### config.mk
export PLATFORM = sky130hd
export DESIGN_NAME = serial_rx_top
export DESIGN_NICKNAME = d
export VERILOG_FILES = /design/src/rtl/serial_rx_pkg.sv /design/src/rtl/rx_tick_gen.sv /design/src/rtl/rx_sync.sv /design/src/rtl/rx_frame.sv /design/src/rtl/rx_break.sv /design/src/rtl/rx_status.sv /design/src/rtl/serial_rx_top.sv
export SDC_FILE = /design/constraint.sdc
export NUM_CORES = 1
export LEC_CHECK = 0
export BUFFER_PORTS_ARGS = -buffer_cell sky130_fd_sc_hd__buf_2
export CORE_MARGIN = 2
export CORE_UTILIZATION = 40
export DETAILED_ROUTE_END_ITERATION = 10
export SLEW_MARGIN = 25
export SYNTH_ARGS = -nofsm -noshare
export SYNTH_HDL_FRONTEND = slang
export SYNTH_SLANG_ARGS = --single-unit
### constraint.sdc
create_clock -name clk -period 2.8 [get_ports clk]
set_input_delay 0 -clock clk [delete_from_list [all_inputs] [get_ports clk]]
set_output_delay 0 -clock clk [all_outputs]
set_load 0.005 [all_outputs]
### src/rtl/serial_rx_pkg.sv
package serial_rx_pkg;
  localparam int OVS = 16;

  typedef enum logic [2:0] {
    RX_IDLE,
    RX_START,
    RX_DATA,
    RX_PAR,
    RX_STOP
  } rx_state_e;

  typedef struct packed {
    logic [7:0] data;
    logic       perr;
    logic       ferr;
  } rx_char_t;
endpackage

### src/rtl/rx_tick_gen.sv
module rx_tick_gen #(
  parameter int DIV_W = 16
) (
  input  logic             clk,
  input  logic             rst_n,
  input  logic [DIV_W-1:0] divisor,
  output logic             tick
);
  logic [DIV_W-1:0] cnt_q, cnt_d, lim;

  always_comb begin
    lim   = (divisor == '0) ? '0 : divisor - DIV_W'(1);
    tick  = (cnt_q >= lim);
    cnt_d = tick ? '0 : cnt_q + DIV_W'(1);
  end

  always_ff @(posedge clk or negedge rst_n) begin
    if (!rst_n) cnt_q <= '0;
    else        cnt_q <= cnt_d;
  end
endmodule

### src/rtl/rx_sync.sv
module rx_sync #(
  parameter int STAGES = 2
) (
  input  logic clk,
  input  logic rst_n,
  input  logic d,
  output logic q
);
  logic [STAGES-1:0] st_q;

  generate
    for (genvar i = 0; i < STAGES; i++) begin : g_stage
      if (i == 0) begin : g_first
        always_ff @(posedge clk or negedge rst_n) begin
          if (!rst_n) st_q[0] <= 1'b1;
          else        st_q[0] <= d;
        end
      end else begin : g_next
        always_ff @(posedge clk or negedge rst_n) begin
          if (!rst_n) st_q[i] <= 1'b1;
          else        st_q[i] <= st_q[i-1];
        end
      end
    end
  endgenerate

  assign q = st_q[STAGES-1];
endmodule

### src/rtl/rx_frame.sv
module rx_frame
  import serial_rx_pkg::*;
(
  input  logic       clk,
  input  logic       rst_n,
  input  logic       tick,
  input  logic       line,
  input  logic [1:0] char_len,
  input  logic       parity_en,
  input  logic       even_sel,
  input  logic       stick_par,
  output logic       done,
  output rx_char_t   char_o
);
  localparam int CW = $clog2(OVS);
  localparam logic [CW-1:0] HALF_M1 = CW'(OVS / 2 - 1);
  localparam logic [CW-1:0] FULL_M1 = CW'(OVS - 1);

  rx_state_e       st_q, st_d;
  logic [CW-1:0]   cnt_q, cnt_d;
  logic [2:0]      idx_q, idx_d;
  logic [7:0]      sh_q, sh_d;
  logic            pb_q, pb_d;
  logic            prev_q;
  logic            done_q, done_d;
  rx_char_t        chr_q, chr_d;
  logic            fall, at_mid;
  logic [7:0]      aligned;
  logic            par_bad;

  always_comb begin
    fall    = prev_q & ~line;
    at_mid  = tick && (cnt_q == FULL_M1);
    aligned = sh_q >> (2'd3 - char_len);
    par_bad = stick_par ? (pb_q != even_sel) : ((^aligned) ^ pb_q ^ ~even_sel);

    st_d   = st_q;
    cnt_d  = cnt_q;
    idx_d  = idx_q;
    sh_d   = sh_q;
    pb_d   = pb_q;
    done_d = 1'b0;
    chr_d  = chr_q;

    unique case (st_q)
      RX_IDLE: begin
        if (fall) begin
          st_d  = RX_START;
          cnt_d = '0;
        end
      end
      RX_START: begin
        if (tick) begin
          if (cnt_q == HALF_M1) begin
            cnt_d = '0;
            idx_d = '0;
            sh_d  = '0;
            st_d  = line ? RX_IDLE : RX_DATA;
          end else begin
            cnt_d = cnt_q + CW'(1);
          end
        end
      end
      RX_DATA: begin
        if (at_mid) begin
          cnt_d = '0;
          sh_d  = {line, sh_q[7:1]};
          if (idx_q == {1'b0, char_len} + 3'd4) st_d = parity_en ? RX_PAR : RX_STOP;
          else                                  idx_d = idx_q + 3'd1;
        end else if (tick) begin
          cnt_d = cnt_q + CW'(1);
        end
      end
      RX_PAR: begin
        if (at_mid) begin
          cnt_d = '0;
          pb_d  = line;
          st_d  = RX_STOP;
        end else if (tick) begin
          cnt_d = cnt_q + CW'(1);
        end
      end
      RX_STOP: begin
        if (at_mid) begin
          cnt_d       = '0;
          done_d      = 1'b1;
          chr_d.data  = aligned;
          chr_d.perr  = parity_en & par_bad;
          chr_d.ferr  = ~line;
          st_d        = RX_IDLE;
        end else if (tick) begin
          cnt_d = cnt_q + CW'(1);
        end
      end
      default: st_d = RX_IDLE;
    endcase
  end

  always_ff @(posedge clk or negedge rst_n) begin
    if (!rst_n) begin
      st_q   <= RX_IDLE;
      cnt_q  <= '0;
      idx_q  <= '0;
      sh_q   <= '0;
      pb_q   <= 1'b0;
      prev_q <= 1'b1;
      done_q <= 1'b0;
      chr_q  <= '0;
    end else begin
      st_q   <= st_d;
      cnt_q  <= cnt_d;
      idx_q  <= idx_d;
      sh_q   <= sh_d;
      pb_q   <= pb_d;
      prev_q <= line;
      done_q <= done_d;
      chr_q  <= chr_d;
    end
  end

  assign done   = done_q;
  assign char_o = chr_q;
endmodule

### src/rtl/rx_break.sv
module rx_break
  import serial_rx_pkg::*;
(
  input  logic       clk,
  input  logic       rst_n,
  input  logic       tick,
  input  logic       line,
  input  logic [1:0] char_len,
  input  logic       parity_en,
  output logic       brk_set
);
  localparam int BW = $clog2(2 * OVS * 12 + 1);

  logic [BW-1:0] low_q, low_d, thr;

  always_comb begin
    thr     = BW'(2 * OVS * (7 + int'(char_len) + int'(parity_en)));
    brk_set = tick && !line && (low_q == thr - BW'(1));
    if (line)                          low_d = '0;
    else if (tick && (low_q != thr))   low_d = low_q + BW'(1);
    else                               low_d = low_q;
  end

  always_ff @(posedge clk or negedge rst_n) begin
    if (!rst_n) low_q <= '0;
    else        low_q <= low_d;
  end
endmodule

### src/rtl/rx_status.sv
module rx_status
  import serial_rx_pkg::*;
(
  input  logic       clk,
  input  logic       rst_n,
  input  logic       done,
  input  rx_char_t   char_i,
  input  logic       brk_set,
  input  logic       rbr_rd,
  input  logic       lsr_rd,
  output logic [7:0] data,
  output logic       dr,
  output logic       pe,
  output logic       oe,
  output logic       fe,
  output logic       bi
);
  logic [7:0] buf_q, buf_d;
  logic dr_q, dr_d, pe_q, pe_d, oe_q, oe_d, fe_q, fe_d, bi_q, bi_d;

  always_comb begin
    buf_d = done ? char_i.data : buf_q;
    dr_d  = done ? 1'b1 : (rbr_rd ? 1'b0 : dr_q);
    oe_d  = (done && dr_q && !rbr_rd) ? 1'b1 : (lsr_rd ? 1'b0 : oe_q);
    pe_d  = (done && char_i.perr)     ? 1'b1 : (lsr_rd ? 1'b0 : pe_q);
    fe_d  = (done && char_i.ferr)     ? 1'b1 : (lsr_rd ? 1'b0 : fe_q);
    bi_d  = brk_set                   ? 1'b1 : (lsr_rd ? 1'b0 : bi_q);
  end

  always_ff @(posedge clk or negedge rst_n) begin
    if (!rst_n) begin
      buf_q <= '0;
      dr_q  <= 1'b0;
      pe_q  <= 1'b0;
      oe_q  <= 1'b0;
      fe_q  <= 1'b0;
      bi_q  <= 1'b0;
    end else begin
      buf_q <= buf_d;
      dr_q  <= dr_d;
      pe_q  <= pe_d;
      oe_q  <= oe_d;
      fe_q  <= fe_d;
      bi_q  <= bi_d;
    end
  end

  assign data = buf_q;
  assign dr   = dr_q;
  assign pe   = pe_q;
  assign oe   = oe_q;
  assign fe   = fe_q;
  assign bi   = bi_q;
endmodule

### src/rtl/serial_rx_top.sv
module serial_rx_top
  import serial_rx_pkg::*;
#(
  parameter int DIV_W       = 16,
  parameter int SYNC_STAGES = 2
) (
  input  logic             clk,
  input  logic             rst_n,
  input  logic             rx_pin,
  input  logic             loop_tx,
  input  logic             loopback_en,
  input  logic [DIV_W-1:0] divisor,
  input  logic [1:0]       char_len,
  input  logic             parity_en,
  input  logic             even_sel,
  input  logic             stick_par,
  input  logic             rbr_rd,
  input  logic             lsr_rd,
  output logic [7:0]       rx_data,
  output logic             data_ready,
  output logic             parity_err,
  output logic             overrun_err,
  output logic             framing_err,
  output logic             break_det,
  output logic             line_err_irq
);
  logic     raw_line, sync_line, tick, frm_done, brk_set;
  rx_char_t frm_char;

  assign raw_line = loopback_en ? loop_tx : rx_pin;

  rx_sync #(.STAGES(SYNC_STAGES)) u_sync (
    .clk(clk), .rst_n(rst_n), .d(raw_line), .q(sync_line)
  );

  rx_tick_gen #(.DIV_W(DIV_W)) u_tick (
    .clk(clk), .rst_n(rst_n), .divisor(divisor), .tick(tick)
  );

  rx_frame u_frame (
    .clk(clk), .rst_n(rst_n), .tick(tick), .line(sync_line),
    .char_len(char_len), .parity_en(parity_en), .even_sel(even_sel),
    .stick_par(stick_par), .done(frm_done), .char_o(frm_char)
  );

  rx_break u_break (
    .clk(clk), .rst_n(rst_n), .tick(tick), .line(sync_line),
    .char_len(char_len), .parity_en(parity_en), .brk_set(brk_set)
  );

  rx_status u_status (
    .clk(clk), .rst_n(rst_n), .done(frm_done), .char_i(frm_char),
    .brk_set(brk_set), .rbr_rd(rbr_rd), .lsr_rd(lsr_rd),
    .data(rx_data), .dr(data_ready), .pe(parity_err), .oe(overrun_err),
    .fe(framing_err), .bi(break_det)
  );

  assign line_err_irq = parity_err | overrun_err | framing_err | break_det;
endmodule

# ---- Word level (Yosys, flattened, before mapping)
# Cells that the tools add are included.
dict set report op_classes {
  add_sub_neg 10
  order_cmp 1
  eq_ne 19
  shift 1
  n_mux 40
  bitwise_logic 9
  reduce_logical 28
}
# operator n
set ops {}
lappend ops {{3-bit two-way mux} 12}
lappend ops {{16-bit two-way mux} 2}
lappend ops {{8-bit two-way mux} 3}
lappend ops {{4-bit two-way mux} 5}
lappend ops {{9-bit two-way mux} 2}
lappend ops {{16-bit by 1-bit adder with 16-bit output (second input constant)} 1}
lappend ops {{16-bit greater-or-equal comparator} 1}
lappend ops {{16-bit zero test} 1}
lappend ops {{8-bit case mux with 2 select lines} 1}
lappend ops {{16-bit by 1-bit subtractor with 16-bit output (second input constant)} 1}
lappend ops {{3-bit case mux with 5 select lines} 1}
lappend ops {{2-bit by 1-bit != test with 1-bit output (second input constant)} 7}
lappend ops {{2-bit nonzero test} 7}
lappend ops {{4-bit case mux with 3 select lines} 1}
lappend ops {{1-bit two-way mux} 11}
lappend ops {{9-bit by 1-bit adder with 9-bit output (second input constant)} 1}
lappend ops {{9-bit == test} 1}
lappend ops {{9-bit != test} 1}
lappend ops {{9-bit by 1-bit subtractor with 9-bit output (second input constant)} 1}
lappend ops {{1-bit logical AND} 8}
lappend ops {{4-bit AND reduction} 2}
lappend ops {{8-bit parity} 1}
lappend ops {{8-bit by 2-bit >> shifter with 8-bit output} 1}
lappend ops {{7-bit AND reduction} 1}
lappend ops {{27 further kinds} 35}
dict set report totals {
  ff_bits 71
  input_bits 28
  out_inout_bits 14
  elab_cells 128
}

# ---- Longest topological paths before layout
# Gate-level depths: netlist (run 1).
dict set report depth {
  word_depth 7
  ltp_mapped 16
  mapped_depth_nobuf 14
}

# ---- By module
# Synthesis (run 1) repeated with hierarchy kept, for this count alone.
dict set report unflattened {
  cells_unflattened 473
  area_unflattened_um2 4580.6
}
# module instances cells_each area_each_um2 seq_area_each_um2
set by_module_without_submodules {}
lappend by_module_without_submodules {rx_frame 1 195 1803.0 777.0}
lappend by_module_without_submodules {rx_tick_gen 1 175 1552.7 400.4}
lappend by_module_without_submodules {rx_break 1 70 650.6 225.2}
lappend by_module_without_submodules {rx_status 1 29 503.0 325.3}
lappend by_module_without_submodules {rx_sync 1 2 52.6 52.6}
lappend by_module_without_submodules {serial_rx_top 1 2 18.8 0.0}

# ---- Worst setup path after synthesis (run 1)
# OpenSTA, ideal clock, no wires.
dict set report synth_timing {
  path_type {input -> register}
  start {input port divisor[6]}
  end {register u_frame.st_q[0]}
  setup_time_ns 0.125
  t_arrival_ns 3.077
  required_ns 2.675
  slack_ns -0.402
  cell_stages 14
  n_path_buf 0
  path_cell_list {or4_1 > nor4_1 > nand2b_1 > nor2_1 > nand2_1 > and2_1 > ha_1 > nand2b_1 > a2111o_1 > a21oi_1 > o211ai_2 > a221oi_2 > nor2_1 > mux2_2}
}
dict set report synth_via {
  elab_chain_cells 6
  elab_cells_between_ends 10
  cone_classes {1 x add/sub; 1 x order compare; 4 x eq/ne; 1 x mux; 3 x reduce/logical}
}
# item line
set synth_lines {}
lappend synth_lines {{from (decl)} serial_rx_top.sv:12} ;# input logic [DIV_W-1:0] divisor,
lappend synth_lines {{16-bit by 1-bit subtractor with 16-bit output / 16-bit zero test (equally long branches)} rx_tick_gen.sv:12} ;# lim = (divisor == '0) ? '0 : divisor - DIV_W'(1);
lappend synth_lines {{16-bit two-way mux *} rx_tick_gen.sv:12}
lappend synth_lines {{16-bit greater-or-equal comparator *} rx_tick_gen.sv:13} ;# tick = (cnt_q >= lim);
lappend synth_lines {{1-bit logical AND} rx_frame.sv:33} ;# at_mid = tick && (cnt_q == FULL_M1);
lappend synth_lines {{2-bit by 1-bit != test with 1-bit output (no source line)} --}
lappend synth_lines {{7-bit AND reduction (no source line) *} --}
lappend synth_lines {{to (signal assigned)} rx_frame.sv:110} ;# st_q <= st_d;
lappend synth_lines {{to (decl)} rx_frame.sv:19} ;# rx_state_e st_q, st_d;
# Every way passes the cells marked *; elsewhere a longest branch is shown, timed or not.
# A chain may end at the register's enable or synchronous reset.

# ---- Worst setup path after layout (run 1)
# Same ends and word-level chain as after synthesis.

==> results of run 1 <==
[state kept, by name, summed over array words and instances (netlist names)]
signal and flops:
u_sync.q 1, u_frame.st_q 3, u_sync.st_q 1, u_break.low_q 9, u_frame.prev_q 1, u_tick.cnt_q 16, u_status.fe 1, u_status.oe 1
u_status.dr 1, u_status.pe 1, u_frame.cnt_q 4, u_frame.done 1, u_status.data 8, u_frame.sh_q 8, u_frame.char_o 10, u_frame.pb_q 1
u_status.bi 1, u_frame.idx_q 3
[cell families (layout without fill, tap and decap cells)]
kind of cell / count (synthesis) / after routing / synth area share [%]
and+or+nand+nor: 176 / 176 / 19.5
muxes: 28 / 28 / 8.09
buffers and inverters: 34 / 127 / 3.21
AOI/OAI and AO/OA: 70 / 71 / 11.2
xor gates and xnor gates: 46 / 46 / 9.30
adders and majority gates: 26 / 26 / 7.68
DFF: 71 / 71 / 41.1
[metal layers]
metal | up-vias | wire, um
met4 | 0 | 164
met2 | 44 | 4790
li1 | 1765 | -
met5 | - | 0
met1 | 1718 | 4720
met3 | 13 | 253
[layout make-up]
type,count,area [um2]
flip-flops and latches,71,1780
clock inverters,6,46.3
clock buffers,10,128
inverters,19,71.3
multi-input cells,347,2630
repair buffers,92,718
well taps,140,175
fillers,989,5140
[power by group]
group / total (W) / switching [W] / internal [W] / leakage [nW]
Sequential: 0.00122 / 0.000116 / 0.00110 / 0.964
Combinational: 0.000626 / 0.000315 / 0.000311 / 1.60
Clock: 0.000750 / 0.000424 / 0.000326 / 0.0829
Total: 0.00259 / 0.000855 / 0.00174 / 2.65
[repair_timing]
| action | CTS | global route |
|---|---|---|
| endpoints found under the hold margin | 25 | 0 |
| setup endpoints to repair | 5 | 40 |
| cloned | 0 | 3 |
| buffers inserted | 0 | 9 |
| resized for setup | 3 | 49 |
| hold buffers | 6 | 0 |
| pin swaps | 1 | 14 |
[worst max-delay path: stages]
cell and delay [ns]:
buf_6 0.09, or4_4 0.54, nor4_4 0.16, nand2b_1 0.10, nor2_1 0.10, nand2_1 0.09
and2_4 0.17, ha_4 0.20, nand2b_4 0.12, a2111o_1 0.45, a21oi_4 0.22, o211ai_4 0.11
buf_12 0.16, a221oi_4 0.27, nor2_1 0.09, mux2_2 0.27
[stage by stage]
step / instance area, um2 / power [W] / instances / utilization [%]
5_1_grt: 5550 / 0.00277 / 685 / 51.9
3_5_place_dp: 4950 / 0.00175 / 652 / 46.3
3_3_place_gp: 4950 / 0.00174 / 652 / 46.3
6_report: 5550 / 0.00259 / 685 / 51.9
2_1_floorplan: 4400 / 0.00157 / 451 / -
4_1_cts: 5200 / 0.00254 / 674 / 48.7
[how the worst max path moves through the flow]
| stage | startpoint | to | cells after the start |
|---|---|---|---|
| CTS | divisor[6] | u_frame.st_q[0]$_DFFE_PN0P_ | 15 |
| finish | divisor[6] | u_frame.st_q[0]$_DFFE_PN0P_ | 16 |
| global route | divisor[6] | u_frame.st_q[0]$_DFFE_PN0P_ | 16 |
| floorplan | divisor[6] | u_frame.st_q[0]$_DFFE_PN0P_ | 14 |
| global placement | divisor[6] | u_frame.st_q[0]$_DFFE_PN0P_ | 15 |
| detailed placement | divisor[6] | u_frame.st_q[0]$_DFFE_PN0P_ | 15 |
[placed cells by master (no fill, tap or decap), drive strengths merged, types with 18 or more instances in the layout]
cell / synthesis / routed
ha: 25 / 25
inv: 19 / 20
a21oi: 18 / 18
nand3: 20 / 20
dfrtp: 68 / 68
buf: 7 / 84
nand2: 49 / 49
xor2: 29 / 29
nor2: 48 / 48
o21ai: 19 / 19
==> run_results.csv, run 1 <==
group,metric,value,unit
outcome,status,"finished with violations",
outcome,violations,"setup timing",
floorplan,start_util,40.5,%
floorplan,rows,38,
route,route.detailed.drc,0,
synth,synth_common_cells,"68 x dfrtp_1, 49 x nand2_1, 48 x nor2_1",
setup_path,path_class,"in -> reg",
route,wl_per_cell,14.5,um
global_routing,grt_busiest_layer,"met2",
synth,synth_edf_count,0,
setup_path,arrival,3.16,ns
sta,fin_hold_ws,0.0552,ns
floorplan,ios,42,
global_routing,grt_max_degree,30,
setup_path,r2r_end,"u_frame.st_q[0]$_DFFE_PN0P_",
sta,max_slew.worst_pin.slew,0.487,ns
global_routing,grtUsageMet3,3.44,%
flow_run,maxCapViolations,0,
floorplan,dieArea,11700,um2
setup_path,startpoint_type,"primary input",
synth,synth_area_leaders,"dfrtp_1 39%, ha_1 7.2%, xor2_1 5.9%",
power,power.density,467,nW/um2
global_routing,grt_pass1_wl,15900,um
sta,drv_slew,0,
cts,cts_buffers,9,
sta,hold_viol_final,0,
cts,root_buffer,"clkbuf_8",
sta,setup_viol,19,
synth,synth_cell_type_count,56,
route,vias,3540,
synth,netlist.area_leader.share,39.3,%
global_routing,grt_antenna_before_repair,0,
worst_hold_path,hold_end,"u_status.fe$_DFFE_PN0P_",
synth,synth.most_common_cell,"dfrtp_1",
power,vdd_drop_max,0.216,mV
cells_and_area,insertedDiodeCount,0,
cts,htree_levels,3,
global_routing,grt_util_all_layers,17.2,%
route,drt_first_iter_violations,217,
synth,syn_nets,505,
synth,synth.avg_cell_area,9.61,um2
synth,yosysSeqAreaShare,41.1,%
place,globalplace.congestion,0.800,
route,detail-route-antenna-nets,0,
synth,netlist_area,4330,um2
route,finalWirelength,9920,um
worst_hold_path,min_from,"lsr_rd",
worst_hold_path,min_path_cells,3,
route,viasPerCell,5.17,
floorplan,coreArea,10700,um2
global_routing,grt_pass1_vias,3393,
sta,rsz0062_at_grt,"true",
cts,path_clk_slew,0.08,ns
cells_and_area,layout-drive-gt1-share,28.8,%
cts,clk_latency,0.36,ns
setup_path,cp.required,3.04,ns
global_routing,grt_overflow_total,0,
sta,skew,0.0169,ns
synth,ys_seq_elements,71,
place,dpl.hpwl,6860,um
place,place_ws,-0.438,ns
sta,slew_headroom,67.6,%
setup_path,crit-reg2reg-launch,"u_tick.cnt_q[0]$_DFF_PN0_",
setup_path,worstSetupEndpointType,"flop",
synth,async_flop_share,100,%
power,leakage,2.65,nW
synth,yosysTopAreaCell,"dfrtp_1",
cts,clock-sinks,71,
setup_path,reg2reg_setup_slack,0.18,ns
global_routing,grtUsageMet2,27.3,%
cts,cts_tree,"done",
place,portBuffers,41,
floorplan,die_h,108,um
setup_path,reg2reg_depth,10,
sta,fin_crit_sh,104,%
cts,cts_buffer_depth,2,
cells_and_area,fin_nets,594,
global_routing,met1_usage,23.3,%
sta,fin_ws,-0.117,ns
synth,yosysWarnings,0,
worst_hold_path,hold_path.class,"in -> reg",
sta,fin_crit,2.92,ns
sta,tns,-0.561,ns
floorplan,die_w,108,um
synth,yosys_most_used_dff,"dfrtp_1",
synth,syn_inst,451,
sta,fmax,343,MHz
cells_and_area,syn_to_final_growth,28.2,%
setup_path,cp_max_fo,6,
route,firstDrtPassIters,4,
(Power assumes the default switching activity.)
==> run 2, diff against run 1 <==
Settings changed: CORE_UTILIZATION 40 to 36.
==> run 2 against run 1 <==
The flow still finishes with violations (setup timing). Routed wire length fell by 1.6%. Clock skew shrank 0.012 ns. Via count is 0.88% higher. Critical endpoint is now u_break.low_q[4]$_DFFE_PN0P_. Clock-buffer cell count grew 1. Largest cell class unchanged. Global-route usage decreased by 1.8 points.
==> run_results.csv, run 2 (synthesis gave the netlist of run 1 again) <==
group,metric,value,unit
outcome,status,"finished with violations",
outcome,violations,"setup timing",
route,wl_met2,4710,um
floorplan,dieArea,12900,um2
setup_path,crit-reg2reg-launch,"u_tick.cnt_q[0]$_DFF_PN0_",
setup_path,reg2reg_depth,11,
power,p_int,0.00222,W
cells_and_area,insertedDiodeCount,0,
cells_and_area,largest_reg_flops,16,
cts,cts_buffer_depth,2,
setup_path,worstSetupEndpointType,"flop",
sta,fin_ws,-0.117,ns
setup_path,crit_slowest_cell,"or4_4",
setup_path,startpoint_type,"primary input",
sta,rsz0062_at_grt,"true",
route,wl_met3,242,um
route,top_layer,"met4",
place,portBuffers,41,
flow_run,maxCapViolations,0,
cells_and_area,fin_nets,595,
cts,htree_levels,3,
global_routing,grt_pass1_vias,3519,
power,p_comb_share,19.6,%
route,finalWirelength,9770,um
route,viasPerCell,5.15,
route,m1WireLength,4660,um
sta,fin_hold_ws,0.0184,ns
worst_hold_path,min_path_cells,3,
power,power_frac_clock,40.6,%
cts,clock-sinks,71,
route,firstDrtPassIters,5,
cells_and_area,final_cell_mix,"68 x dfrtp_1, 44 x nand2_1, 39 x buf_2",
sta,drv_slew,0,
route,vias,3571,
global_routing,grt_pass1_wl,16300,um
sta,tns,-1.50,ns
setup_path,r2r_end,"u_break.low_q[4]$_DFFE_PN0P_",
cells_and_area,syn_to_final_growth,32.9,%
cells_and_area,regMostFlops,"u_tick.cnt_q",
sta,fmax,343,MHz
place,dpl.hpwl,6790,um
place,place_ws,-0.516,ns
floorplan,ios,42,
global_routing,grt_antenna_before_repair,0,
sta,max_slew.worst_pin.slew,0.777,ns
global_routing,grt_max_degree,35,
setup_path,arrival,3.11,ns
cts,clk_latency,0.33,ns
power,p_sw,0.000846,W
sta,setup_viol,29,
floorplan,die_w,114,um
setup_path,reg2reg_setup_slack,0.25,ns
power,seqPwrFrac,39.8,%
cells_and_area,layout-drive-gt1-share,31.9,%
route,wl_per_cell,14.1,um
setup_path,max_stage_delay,0.55,ns
setup_path,cp_max_fo,6,
worst_hold_path,hold_end,"u_frame.char_o[1]$_DFFE_PN0P_",
power,power.density,533,nW/um2
floorplan,die_h,114,um
route,drt_first_iter_violations,227,
setup_path,worstPathCellList,"buf_6, or4_4, nor4_4, nand2b_1, nor2_1, nand2_1, and2_1, ha_1, nand2b_4, a2111o_1, a21oi_2, o211ai_4, buf_6, buf_12, nand4_1, xor2_1, nor2_1",
worst_hold_path,hold_path.class,"in -> reg",
route,route.detailed.drc,0,
power,leakage,2.71,nW
route,detail-route-antenna-nets,0,
sta,skew,0.00439,ns
sta,fin_crit,2.92,ns
global_routing,grt_util_all_layers,15.4,%
sta,slew_headroom,48.2,%
cts,cts_buffers,9,
cts,cts_tree,"done",
cts,root_buffer,"clkbuf_16",
cells_and_area,layout_commonest_cell,"dfrtp_1",
place,globalplace.congestion,0.838,
global_routing,grt_overflow_total,0,
sta,hold_viol_final,0,
floorplan,rows,40,
cts,path_clk_slew,0.06,ns
worst_hold_path,min_from,"stick_par",
setup_path,cp.required,2.99,ns
sta,fin_crit_sh,104,%
power,swShare,27.6,%
setup_path,path_class,"in -> reg",
floorplan,start_util,36.5,%
floorplan,coreArea,11900,um2
power,vdd_drop_max,0.260,mV
[run 2: critical path, delay by kind of cell]
| kind | cells | cell delay (ns) |
|---|---|---|
| AOI/OAI and AO/OA | 3 | 0.77 |
| xor gates and xnor gates | 1 | 0.19 |
| adders and majority gates | 1 | 0.27 |
| buffers and inverters | 3 | 0.40 |
| and+or+nand+nor | 9 | 1.47 |
[run 2: per-stage QoR]
step	std cells	total power, W	area, um2	util (%)
2_1_floorplan	451	0.00157	4400	-
3_3_place_gp	657	0.00173	4950	41.7
3_5_place_dp	657	0.00175	4950	41.7
4_1_cts	685	0.00304	5530	46.6
5_1_grt	693	0.00323	5760	48.5
6_report	693	0.00307	5760	48.5
[run 2: power groups by stage]
| stage | clock network (W) | logic (W) | registers [W] |
|---|---|---|---|
| after global routing | 0.00131 | 0.000683 | 0.00124 |
| after detailed placement | 0 | 0.000514 | 0.00123 |
| final | 0.00125 | 0.000600 | 0.00122 |
| after floorplan | 0 | 0.000393 | 0.00118 |
| after global placement | 0 | 0.000499 | 0.00123 |
| after CTS | 0.00126 | 0.000560 | 0.00122 |
[run 2: what timing repair did]
item                                    4_1_cts  5_1_grt
hold endpoints to repair                     32        0
pin swaps                                     6       13
resized for setup                            26       38
hold buffers                                  5        0
endpoints found under the setup margin       32       53
setup buffers                                 6        6
gates cloned                                  1        2
[run 2: worst max path at each step]
stage	from	endpoint	cells after the start
4_1_cts	divisor[6]	u_frame.cnt_q[0]$_DFFE_PN0P_	17
3_5_place_dp	divisor[6]	u_frame.st_q[0]$_DFFE_PN0P_	15
5_1_grt	divisor[6]	u_break.low_q[4]$_DFFE_PN0P_	17
3_3_place_gp	divisor[6]	u_frame.st_q[0]$_DFFE_PN0P_	15
6_report	divisor[6]	u_break.low_q[4]$_DFFE_PN0P_	17
2_1_floorplan	divisor[6]	u_frame.st_q[0]$_DFFE_PN0P_	14
[run 2: routing by layer]
| metal | track usage, % | vias up |
|---|---|---|
| met5 | 0 | - |
| met4 | 5.12 | 0 |
| met3 | 2.13 | 16 |
| met2 | 26.1 | 60 |
| met1 | 20.5 | 1725 |
| li1 | - | 1770 |
[run 2: cell type report]
| type | instances | area, um2 |
|---|---|---|
| clock buffer | 11 | 253 |
| clock inverter | 5 | 80.1 |
| fill | 1056 | 6100 |
| inverter | 19 | 71.3 |
| multi-input combinational | 346 | 2660 |
| sequential | 71 | 1780 |
| tap | 147 | 184 |
| timing repair buffer | 94 | 733 |
